$ cat config.mk
export PLATFORM = sky130hd
export DESIGN_NAME = clk_strobe_tree
export DESIGN_NICKNAME = d
export VERILOG_FILES = /design/src/rtl/clk_tree_pkg.sv /design/src/rtl/strobe_divider.sv /design/src/rtl/src_mux.sv /design/src/rtl/clk_strobe_tree.sv
export SDC_FILE = /design/constraint.sdc
export NUM_CORES = 1
export LEC_CHECK = 0
export ABC_AREA = 1
export BUFFER_PORTS_ARGS = -buffer_cell sky130_fd_sc_hd__buf_2
export CAP_MARGIN = 40
export CORE_ASPECT_RATIO = 2
export CORE_MARGIN = 8
export CORE_UTILIZATION = 64
export DETAILED_ROUTE_END_ITERATION = 8
export GPL_TIMING_DRIVEN = 0
export PLACE_DENSITY = 0.82
export SLEW_MARGIN = 30
export SYNTH_ARGS = -nofsm -noshare
export SYNTH_HDL_FRONTEND = slang
export SYNTH_HIERARCHICAL = 1
export SYNTH_SLANG_ARGS = --single-unit
export TNS_END_PERCENT = 50
$ cat constraint.sdc
create_clock -name clk -period 4.1 [get_ports clk]
set_input_delay 0.82 -clock clk [delete_from_list [all_inputs] [get_ports clk]]
set_output_delay 0.82 -clock clk [all_outputs]
set_load 0.1 [all_outputs]
$ cat src/rtl/clk_tree_pkg.sv
package clk_tree_pkg;

    localparam int RATIO_W = 10;

    typedef logic [RATIO_W-1:0] ratio_t;

    typedef enum logic [1:0] {
        SRC_IRC = 2'b00,
        SRC_HXT = 2'b01,
        SRC_PLL = 2'b10,
        SRC_ALT = 2'b11
    } sys_src_e;

    typedef enum logic [2:0] {
        CKO_SYS  = 3'b100,
        CKO_IRC  = 3'b101,
        CKO_HXT  = 3'b110,
        CKO_PLL2 = 3'b111
    } cko_src_e;

    typedef struct packed {
        logic irc;
        logic hxt;
        logic pll;
    } src_strb_t;

    function automatic ratio_t ahb_ratio(input logic [3:0] code);
        ratio_t r;
        if (!code[3]) begin
            r = ratio_t'(1);
        end else if (!code[2]) begin
            r = ratio_t'(2) << code[1:0];
        end else begin
            r = ratio_t'(64) << code[1:0];
        end
        return r;
    endfunction

    function automatic ratio_t apb_ratio(input logic [2:0] code);
        ratio_t r;
        if (!code[2]) r = ratio_t'(1);
        else          r = ratio_t'(2) << code[1:0];
        return r;
    endfunction

    function automatic ratio_t adc_ratio(input logic [2:0] code);
        ratio_t r;
        case (code)
            3'd0:    r = ratio_t'(2);
            3'd1:    r = ratio_t'(4);
            3'd2:    r = ratio_t'(6);
            3'd3:    r = ratio_t'(8);
            3'd4:    r = ratio_t'(12);
            default: r = ratio_t'(16);
        endcase
        return r;
    endfunction

endpackage

$ cat src/rtl/strobe_divider.sv
module strobe_divider #(
    parameter int W = 10
) (
    input  logic         clk,
    input  logic         rst,
    input  logic         par_en,
    input  logic [W-1:0] ratio,
    output logic         out_en,
    output logic         dbl_en
);
    logic [W-1:0] cnt_q;
    logic [W-1:0] half_q;
    logic         term;

    assign term   = (cnt_q == '0);
    assign out_en = par_en && term;
    assign dbl_en = par_en && (term || (cnt_q == half_q));

    always_ff @(posedge clk) begin
        if (rst) begin
            cnt_q  <= '0;
            half_q <= '0;
        end else if (par_en) begin
            if (term) begin
                cnt_q  <= ratio - W'(1);
                half_q <= ratio >> 1;
            end else begin
                cnt_q  <= cnt_q - W'(1);
            end
        end
    end
endmodule

$ cat src/rtl/src_mux.sv
module src_mux
    import clk_tree_pkg::*;
(
    input  src_strb_t  srcs,
    input  logic [1:0] sys_src,
    input  logic [2:0] cko_src,
    input  logic       pll_half,
    output logic       sys_raw,
    output logic       cko_raw
);
    always_comb begin
        case (sys_src_e'(sys_src))
            SRC_HXT: sys_raw = srcs.hxt;
            SRC_PLL: sys_raw = srcs.pll;
            default: sys_raw = srcs.irc;
        endcase
    end

    always_comb begin
        if (!cko_src[2]) begin
            cko_raw = 1'b0;
        end else begin
            case (cko_src_e'(cko_src))
                CKO_SYS:  cko_raw = sys_raw;
                CKO_IRC:  cko_raw = srcs.irc;
                CKO_HXT:  cko_raw = srcs.hxt;
                default:  cko_raw = pll_half;
            endcase
        end
    end
endmodule

$ cat src/rtl/clk_strobe_tree.sv
module clk_strobe_tree
    import clk_tree_pkg::*;
#(
    parameter int RW       = RATIO_W,
    parameter int TICK_DIV = 8
) (
    input  logic       clk,
    input  logic       rst,
    input  logic       irc_stb,
    input  logic       hxt_stb,
    input  logic       pll_stb,
    input  logic [1:0] sys_src,
    input  logic [3:0] ahb_div,
    input  logic [2:0] apb1_div,
    input  logic [2:0] apb2_div,
    input  logic [2:0] adc_div,
    input  logic [2:0] cko_src,
    output logic       sys_stb,
    output logic       ahb_stb,
    output logic       apb1_stb,
    output logic       apb2_stb,
    output logic       tim1_stb,
    output logic       tim2_stb,
    output logic       adc_stb,
    output logic       tick_stb,
    output logic       cko_stb
);
    localparam int NAPB = 2;

    src_strb_t            srcs;
    logic                 sys_raw, cko_raw, pll_half, pll_half_dbl;
    logic                 ahb_raw, ahb_dbl_unused;
    logic                 adc_raw, adc_dbl_unused;
    logic                 tick_raw, tick_dbl_unused;
    logic [NAPB-1:0][2:0] apb_code;
    logic [NAPB-1:0]      apb_raw, tim_raw;

    assign srcs     = '{irc: irc_stb, hxt: hxt_stb, pll: pll_stb};
    assign apb_code = {apb2_div, apb1_div};

    src_mux u_mux (
        .srcs     (srcs),
        .sys_src  (sys_src),
        .cko_src  (cko_src),
        .pll_half (pll_half),
        .sys_raw  (sys_raw),
        .cko_raw  (cko_raw)
    );

    strobe_divider #(.W(RW)) u_pll2 (
        .clk(clk), .rst(rst), .par_en(pll_stb), .ratio(RW'(2)),
        .out_en(pll_half), .dbl_en(pll_half_dbl)
    );

    strobe_divider #(.W(RW)) u_ahb (
        .clk(clk), .rst(rst), .par_en(sys_raw), .ratio(RW'(ahb_ratio(ahb_div))),
        .out_en(ahb_raw), .dbl_en(ahb_dbl_unused)
    );

    for (genvar g = 0; g < NAPB; g++) begin : g_apb
        strobe_divider #(.W(RW)) u_apb (
            .clk(clk), .rst(rst), .par_en(ahb_raw),
            .ratio(RW'(apb_ratio(apb_code[g]))),
            .out_en(apb_raw[g]), .dbl_en(tim_raw[g])
        );
    end

    strobe_divider #(.W(RW)) u_adc (
        .clk(clk), .rst(rst), .par_en(apb_raw[1]), .ratio(RW'(adc_ratio(adc_div))),
        .out_en(adc_raw), .dbl_en(adc_dbl_unused)
    );

    strobe_divider #(.W(RW)) u_tick (
        .clk(clk), .rst(rst), .par_en(ahb_raw), .ratio(RW'(TICK_DIV)),
        .out_en(tick_raw), .dbl_en(tick_dbl_unused)
    );

    always_comb begin
        sys_stb  = sys_raw    && !rst;
        ahb_stb  = ahb_raw    && !rst;
        apb1_stb = apb_raw[0] && !rst;
        apb2_stb = apb_raw[1] && !rst;
        tim1_stb = tim_raw[0] && !rst;
        tim2_stb = tim_raw[1] && !rst;
        adc_stb  = adc_raw    && !rst;
        tick_stb = tick_raw   && !rst;
        cko_stb  = cko_raw    && !rst;
    end
endmodule

Word level (Yosys, flattened, before mapping)

Index checks and enable logic that the tools add are counted.

$mul: 0
Mux-type cells: 14
Bitwise logic cells: 0
Add/sub/neg operators: 10
Divide/modulo/power cells: 0
Shift operators: 4
Equality and inequality tests: 11
Reductions and logical operators: 29
$lt $le $gt $ge: 0

Operator list:

| operator                | count |
|---|---|
| $mux W10                | 10 |
| $sub A10 B1 Y10 const B | 9 |
| $logic_not A10 Y1       | 6 |
| $shl A2 B2 Y10 const A  | 3 |
| $pmux W5 S5             | 1 |
| $eq A10 B9 Y1           | 2 |
| $logic_and A1 B1 Y1     | 17 |
| $eq A3 B3 Y1 const B    | 4 |
| $shl A7 B2 Y10 const A  | 1 |
| $eq A3 B2 Y1 const B    | 2 |
| $sub A5 B1 Y6 const B   | 1 |
| $reduce_and A2 Y1       | 2 |
| $eq A3 B1 Y1 const B    | 1 |
| $logic_not A3 Y1        | 1 |
| $pmux W1 S3             | 1 |
| $eq A2 B1 Y1 const B    | 1 |
| $eq A2 B2 Y1 const B    | 1 |
| $logic_or A1 B1 Y1      | 2 |
| $pmux W1 S2             | 1 |
| $logic_not A1 Y1        | 1 |
| $mux W1                 | 1 |

Register bits after elaboration: 78
Output and inout bits: 9
ROM bits: 0
Word-level logic and storage cells: 76
Memory bits (writable): 0
Bits of input ports: 23
Memories kept: 0
Bits in latches: 0

Logic depth before layout (Yosys ltp)

Gate-level depths: netlist of the first run.

Depth in word-level cells: 6
Mapped depth: 20
Gate-level depth less buffers: 18

Hierarchy

The synthesis of the first run kept the hierarchy.

By module, submodules not included:

| module          | times used | seq. area each (um2) | area an instance (um2) | cells an instance |
|---|---|---|---|---|
| strobe_divider  | 6          | 380.4                | 1226.2                 | 188 |
| clk_strobe_tree | 1          | 0.0                  | 270.3                  | 63 |
| src_mux         | 1          | 0.0                  | 100.1                  | 20 |

Least setup slack after synthesis of the first run

Ideal clock, no wire load.

Path type: input to output
Start: input sys_src[0]
End: output adc_stb
Required time: 3280 ps
Buffers on the path: 3
Arrival: 4179 ps
Cell stages on the path: 16
Path slack: -899 ps
Cells stage by stage: inv_1 ha_1 inv_1 nand2_1 nand2_1 inv_1 nor2_1 buf_4 inv_1 nor2_1 buf_4 inv_1 nor2_1 buf_4 inv_1 nor2_1

Word-level cells in the longest chain between the ends: 6
Elaborated cells on any way between the ends: 7
Those cells by class: eq/ne: 2; mux: 1; reduce/logical: 4

Ends and longest elaborated chain:

| what                                                | line                  | text |
|---|---|---|
| start: declaration                                  | clk_strobe_tree.sv:12 | `input logic [1:0] sys_src,` |
| $eq A2 B2 Y1 / $eq A2 B1 Y1 (equally long branches) | src_mux.sv:12         | `case (sys_src_e'(sys_src))` |
| $pmux W1 S2 *                                       | src_mux.sv:12         |  |
| via sys_raw                                         | clk_strobe_tree.sv:31 | `logic sys_raw, cko_raw, pll_half, pll_half_dbl;` |
| $logic_and A1 B1 Y1 *                               | strobe_divider.sv:16  | `assign out_en = par_en && term;` |
| via ahb_raw                                         | clk_strobe_tree.sv:32 | `logic ahb_raw, ahb_dbl_unused;` |
| $logic_and A1 B1 Y1 *                               | strobe_divider.sv:16  |  |
| via apb_raw[1]                                      | clk_strobe_tree.sv:36 | `logic [NAPB-1:0] apb_raw, tim_raw;` |
| $logic_and A1 B1 Y1 *                               | strobe_divider.sv:16  |  |
| via adc_raw                                         | clk_strobe_tree.sv:33 | `logic adc_raw, adc_dbl_unused;` |
| $logic_and A1 B1 Y1 *                               | clk_strobe_tree.sv:85 | `adc_stb = adc_raw && !rst;` |
| end: declaration                                    | clk_strobe_tree.sv:24 | `output logic adc_stb,` |

Mark *: on every way through the listed nets, which the timed path passes. The rest lies on a longest branch.

Final worst setup path of the first run

Ends and elaborated chain as after synthesis.

==> impl_metrics.yaml, run 1 <==
run_status:
  status: "complete, no violations"
hold_path:
  hold_path_depth: 2
  min_to: "g_apb[0].u_apb/half_q[3]"
  min_from: "g_apb[0].u_apb/half_q[3]"
  min_path_type: "flop to flop"
power:
  power.clock.fraction_pct: 15.9
  irDropWorstVdd_mv: 0.607
  p_leak_nw: 3.56
  p_int_mw: 2.85
  powerDensity_nw_per_um2: 822
  p_switching_mw: 3.08
  combPwrFrac_pct: 67.1
  switching_share_pct: 52.0
  seqPwrFrac_pct: 17.0
synthesis:
  synthCells: 1019
  syn_avg_cell_area_um2: 6.06
  syn_area_um2: 6180
  yosys_warnings: 6
grt:
  grt_pass1_vias: 5887
  grt.total_usage_pct: 23.1
  grt_max_degree: 18
  grt_pass1_wl_mm: 25.6
  antenna_found_initial: 0
  grt_overflow: 0
cells_and_area:
  diodes: 0
  drive_gt1_share_pct: 16.1
  final_area_um2: 7210
  utilization_pct: 75.4
  synthToLayoutAreaGrowth_pct: 16.8
  fin_nets: 1152
  fin_cells: 1232
placed_design:
  dp.cells: 1209
  place_area_um2: 6680
  dp_hpwl_mm: 10.7
  io_buffers: 30
  gp_congestion: 0.925
sta:
  drv_slew: 0
  hold_viol_final: 0
  finClkSkew_ns: 0.00531
  rsz0062_at_grt: "yes"
  fin_setup_tns_ns: 0
  setup_viol: 0
  fmax_mhz: 252
  min_period_ns: 3.97
  fin_crit_sh_pct: 96.9
routing:
  dr.pass1.iters: 5
  drc: 0
  vias: 6346
  vias_per_cell: 5.15
  drt_wl_total_mm: 14.7
  wl_per_cell_um: 11.9
  drtAntennaViolNets: 0
  drt_iter0_markers: 339
cts:
  cts_tree: "built"
  clockRootBuffer: "clkbuf_16"
  worstSkewPairLatency_ns: 0.34
  cts.reportedPaths.clkPinSlew_ns: 0.06
  cts_htree_levels: 3
  clock-sinks: 78
  cts-hold-fix-buffers: 0
  cts.path.max_buffers: 2
  cts_buffers: 9
worst_setup_path:
  rrSetupSlack_ns: 1.67
  worstReg2RegEnd: "u_adc/cnt_q[4]"
  cp_data_arrival_time_ns: 3.15
  ff2ff_path_depth: 14
  crit_path_start_kind: "input port"
  r2r_start: "u_ahb/cnt_q[0]"
  critical_path_required_ns: 3.28
  end_kind: "output pin"
  path_class: "input port to output pin"
  cp_max_fo: 12
floorplanning:
  pin_count: 32
  coreArea_um2: 9570
  die-area_um2: 13200
  fp.dieW_um: 85.5
  die_y_um: 155
  start_util_pct: 64.5
  rows: 51
run:
  cap_violations: 0
==> placed cells by master (no fill, tap or decap), types with 7 or more instances in the layout <==
| cell | instances |
|---|---|
| nand2_4 | 13 |
| o21ai_1 | 7 |
| clkbuf_1 | 12 |
| nand2_1 | 237 |
| o21ai_0 | 37 |
| nand3b_1 | 13 |
| nand4_1 | 14 |
| buf_4 | 10 |
| nor2_1 | 134 |
| inv_1 | 162 |
| nor2_2 | 18 |
| buf_6 | 7 |
| a21oi_1 | 41 |
| conb_1 | 56 |
| clkbuf_16 | 9 |
| dfxtp_1 | 78 |
| clkbuf_4 | 8 |
| nand3_1 | 90 |
| xnor2_1 | 8 |
| nor2_4 | 10 |
| nand2_2 | 30 |
| clkinv_1 | 7 |
| buf_2 | 33 |
| ha_1 | 8 |
| nor3_1 | 8 |
==> sequential cells by signal (all words and copies together), names as in the netlist <==
signal              count
g_apb.u_apb/cnt_q      20
g_apb.u_apb/half_q     18
u_adc/cnt_q            10
u_ahb/cnt_q            10
u_pll2/cnt_q           10
u_tick/cnt_q           10
==> area by class of cell <==
cell class	count	area, µm²
Multi-Input combinational cell	785	4010
Clock buffer	9	225
Clock inverter	7	129
Tap cell	106	133
Buffer	37	254
Inverter	173	653
Fill cell	803	2360
Timing Repair Buffer	37	245
Sequential cell	78	1560
==> critical path, cell delays in order <==
cell and delay (ns):
buf_2 0.09, inv_1 0.04, ha_1 0.30, inv_1 0.06
nand2_1 0.09, nand2_4 0.12, inv_2 0.09, nor2_4 0.15
buf_12 0.16, inv_1 0.16, nor2_4 0.19, buf_6 0.13
inv_1 0.08, nor2_1 0.16, buf_4 0.13, inv_1 0.04
nor2_2 0.12, buf_12 0.19
==> worst max path at each step <==
| stage | from | to | slack [ns] |
|---|---|---|---|
| 6_report | sys_src[0] | adc_stb | 0.13 |
| 5_1_grt | sys_src[0] | adc_stb | -0.06 |
| 4_1_cts | sys_src[0] | adc_stb | 0.03 |
| 3_5_place_dp | sys_src[0] | adc_stb | -0.56 |
| 3_3_place_gp | sys_src[0] | adc_stb | -0.50 |
| 2_1_floorplan | sys_src[0] | apb1_stb | -0.31 |
==> power groups by stage <==
stage                     Clock, mW  Sequential, mW  Combinational, mW
after floorplan                   0           0.987               3.22
after global placement            0            1.01               3.73
after detailed placement          0            1.02               3.80
after CTS                     0.965            1.00               3.86
after global routing          0.994            1.02               4.48
final                         0.944            1.01               3.98
==> per-layer routing <==
layer / track usage [%] / wire [µm] / up-vias
met4: 8.67 / 325 / 0
met2: 39.8 / 7370 / 158
met1: 27.6 / 6370 / 2818
met3: 4.01 / 594 / 25
li1: - / - / 3345
met5: 0 / 0 / -
==> stage by stage <==
step / worst slack [ns] / hold slack [ns] / power (mW)
floorplan: -0.311 / 0.453 / 4.21
global placement: -0.501 / 0.467 / 4.74
detailed placement: -0.564 / 0.469 / 4.82
CTS: 0.0288 / 0.479 / 5.82
global route: -0.0584 / 0.503 / 6.50
finish: 0.128 / 0.478 / 5.93
==> repair_timing <==
action	CTS	global route
gates resized for setup	17	18
gates cloned	1	0
buffers inserted	0	6
pin swaps	0	1
endpoints found under the setup margin	5	4
No activity file was read; power rests on OpenSTA's default activity.
==> run 2: changes to the inputs <==
Settings changed: ABC_AREA 1 to default.
==> run 2 against run 1 <==
Compared with the run above: design area rose by 3.2%; sequential cell count did not move; combinational power rose by 20%; clock skew fell by 0.0011 ns; worst hold slack got worse by 0.0081 ns; power rose by 13%; synthesized cell count fell by 21%; core utilization rose by 1.9 points; sequential share of layout area fell by 0.66 points; global-route usage rose by 2.1 points.
==> impl_metrics.yaml, run 2 <==
run_status:
  status: "complete, no violations"
cells_and_area:
  fillers: 783
  layout_common_cells: "conb_1 (125), dfxtp_1 (78), a21oi_1 (73)"
  largest_reg_flops: 20
  utilization_pct: 77.2
  synthToLayoutAreaGrowth_pct: 18.9
  reg_top3: "g_apb.u_apb/cnt_q: 20 flops, g_apb.u_apb/half_q: 18 flops"
  final_area_um2: 7440
  final_common_cell: "conb_1"
  diodes: 0
  largest_register: "g_apb.u_apb/cnt_q"
  drive_gt1_share_pct: 17.9
  fin_nets: 1001
routing:
  vias_per_cell: 5.82
  wl_per_cell_um: 15.1
  vias: 6445
  drt_wl_total_mm: 16.7
  drc: 0
  drt_iter0_markers: 377
  dr.pass1.iters: 5
  drtAntennaViolNets: 0
cts:
  clock-sinks: 78
  cts_buffers: 9
  cts.path.max_buffers: 2
  cts_htree_levels: 3
  worstSkewPairLatency_ns: 0.34
  cts_tree: "built"
  clockRootBuffer: "clkbuf_16"
  cts.reportedPaths.clkPinSlew_ns: 0.06
sta:
  fin_crit_sh_pct: 98.1
  min_period_ns: 4.02
  drv_slew: 0
  finClkSkew_ns: 0.00423
  setup_viol: 0
  fmax_mhz: 249
  hold_ws_ns: 0.470
  slew_headroom_pct: 52.2
  worst_pin_slew_ns: 0.711
  rsz0062_at_grt: "no"
  hold_viol_final: 0
floorplanning:
  coreArea_um2: 9640
  pin_count: 32
  die-area_um2: 13400
  die_y_um: 156
  start_util_pct: 64.9
  rows: 51
  fp.dieW_um: 85.9
worst_setup_path:
  cp_data_arrival_time_ns: 3.20
  rrSetupSlack_ns: 0.86
  crit_end: "tim2_stb"
  crit_path_start_kind: "input port"
  worstReg2RegEnd: "g_apb[1].u_apb/cnt_q[8]"
  end_kind: "output pin"
  ff2ff_path_depth: 11
  critical_path_required_ns: 3.28
  r2r_start: "g_apb[1].u_apb/cnt_q[4]"
  cp_max_fo: 10
  path_class: "input port to output pin"
  critPathLaunch: "sys_src[0]"
placed_design:
  dp_hpwl_mm: 12.5
  io_buffers: 31
  place_area_um2: 7070
  gp_congestion: 0.937
grt:
  grt_max_degree: 16
  grt_overflow: 0
  grt_pass1_vias: 6338
  grt_pass1_wl_mm: 27.6
  antenna_found_initial: 0
  grt.total_usage_pct: 25.2
synthesis:
  synthCells: 804
  syn_area_um2: 6260
  yosys_warnings: 6
  syn_avg_cell_area_um2: 7.78
power:
  power.clock.fraction_pct: 10.8
  powerDensity_nw_per_um2: 897
  combPwrFrac_pct: 71.3
  p_int_mw: 3.36
  switching_share_pct: 49.7
  p_leak_nw: 3.06
  p_switching_mw: 3.32
  seqPwrFrac_pct: 17.9
  total_power_mw: 6.68
  irDropWorstVdd_mv: 0.590
run:
  cap_violations: 0
hold_path:
  min_path_type: "flop to flop"
run 2: how the worst min path moves through the flow:
stage                     cells after the start                      from  slack (ns)                  endpoint
after floorplan                               2  g_apb[0].u_apb/half_q[8]        0.45  g_apb[0].u_apb/half_q[8]
after global placement                        2  g_apb[0].u_apb/half_q[2]        0.46  g_apb[0].u_apb/half_q[2]
after detailed placement                      2  g_apb[1].u_apb/half_q[2]        0.46  g_apb[1].u_apb/half_q[2]
after CTS                                     2  g_apb[1].u_apb/half_q[2]        0.47  g_apb[1].u_apb/half_q[2]
after global routing                          2  g_apb[1].u_apb/half_q[6]        0.49  g_apb[1].u_apb/half_q[6]
final                                         2  g_apb[1].u_apb/half_q[2]        0.47  g_apb[1].u_apb/half_q[2]
run 2: what timing repair did:
item,4_1_cts,5_1_grt
resized for setup,18,7
endpoints found under the setup margin,6,3
gates cloned,1,0
buffers inserted,3,0
pin swaps,0,1
hold buffers,0,0
run 2: power groups by stage:
stage          combinational, mW  clock [mW]  sequential [mW]
3_3_place_gp                4.37           0             1.18
6_report                    4.76       0.724             1.19
4_1_cts                     4.61       0.741             1.18
2_1_floorplan               3.70           0             1.14
5_1_grt                     5.15       0.777             1.22
3_5_place_dp                4.51           0             1.19
run 2: cell type report:
class	count	area (µm²)	share of cell area [%]
inverter	24	97.6	1.31
sequential	78	1560	21.0
clock inverter	6	38.8	0.521
timing repair inverter	1	5.00	0.0672
timing repair buffer	34	221	2.98
buffer	75	544	7.31
tap	132	165	2.22
clock buffer	10	229	3.08
multi-input combinational	747	4580	61.5
run 2: worst max-delay path, stage by stage:
cell and delay, ns:
buf_2 0.09, inv_1 0.04, ha_1 0.33, mux2_4 0.25
buf_6 0.15, nand2_2 0.10, clkinvlp_4 0.11, buf_8 0.16
inv_2 0.08, or4_1 0.54, o21ai_2 0.15, nor2b_4 0.19
buf_12 0.18
run 2: through the flow:
| step | cells | setup slack [ns] | TNS, ns |
|---|---|---|---|
| 2_1_floorplan | 927 | -0.0918 | -0.203 |
| 3_3_place_gp | 1090 | -0.932 | -3.12 |
| 3_5_place_dp | 1090 | -0.956 | -3.28 |
| 4_1_cts | 1107 | 0.0526 | 0 |
| 5_1_grt | 1107 | 0.00843 | 0 |
| 6_report | 1107 | 0.0776 | 0 |
run 2: per-layer routing:
metal | track usage (%) | share of wire, % | vias to the layer above
met5 | 0 | 0 | -
met4 | 15.3 | 3.9 | 0
met3 | 4.91 | 4.5 | 69
met2 | 49.3 | 56 | 234
met1 | 22.3 | 36 | 2993
li1 | - | - | 3149
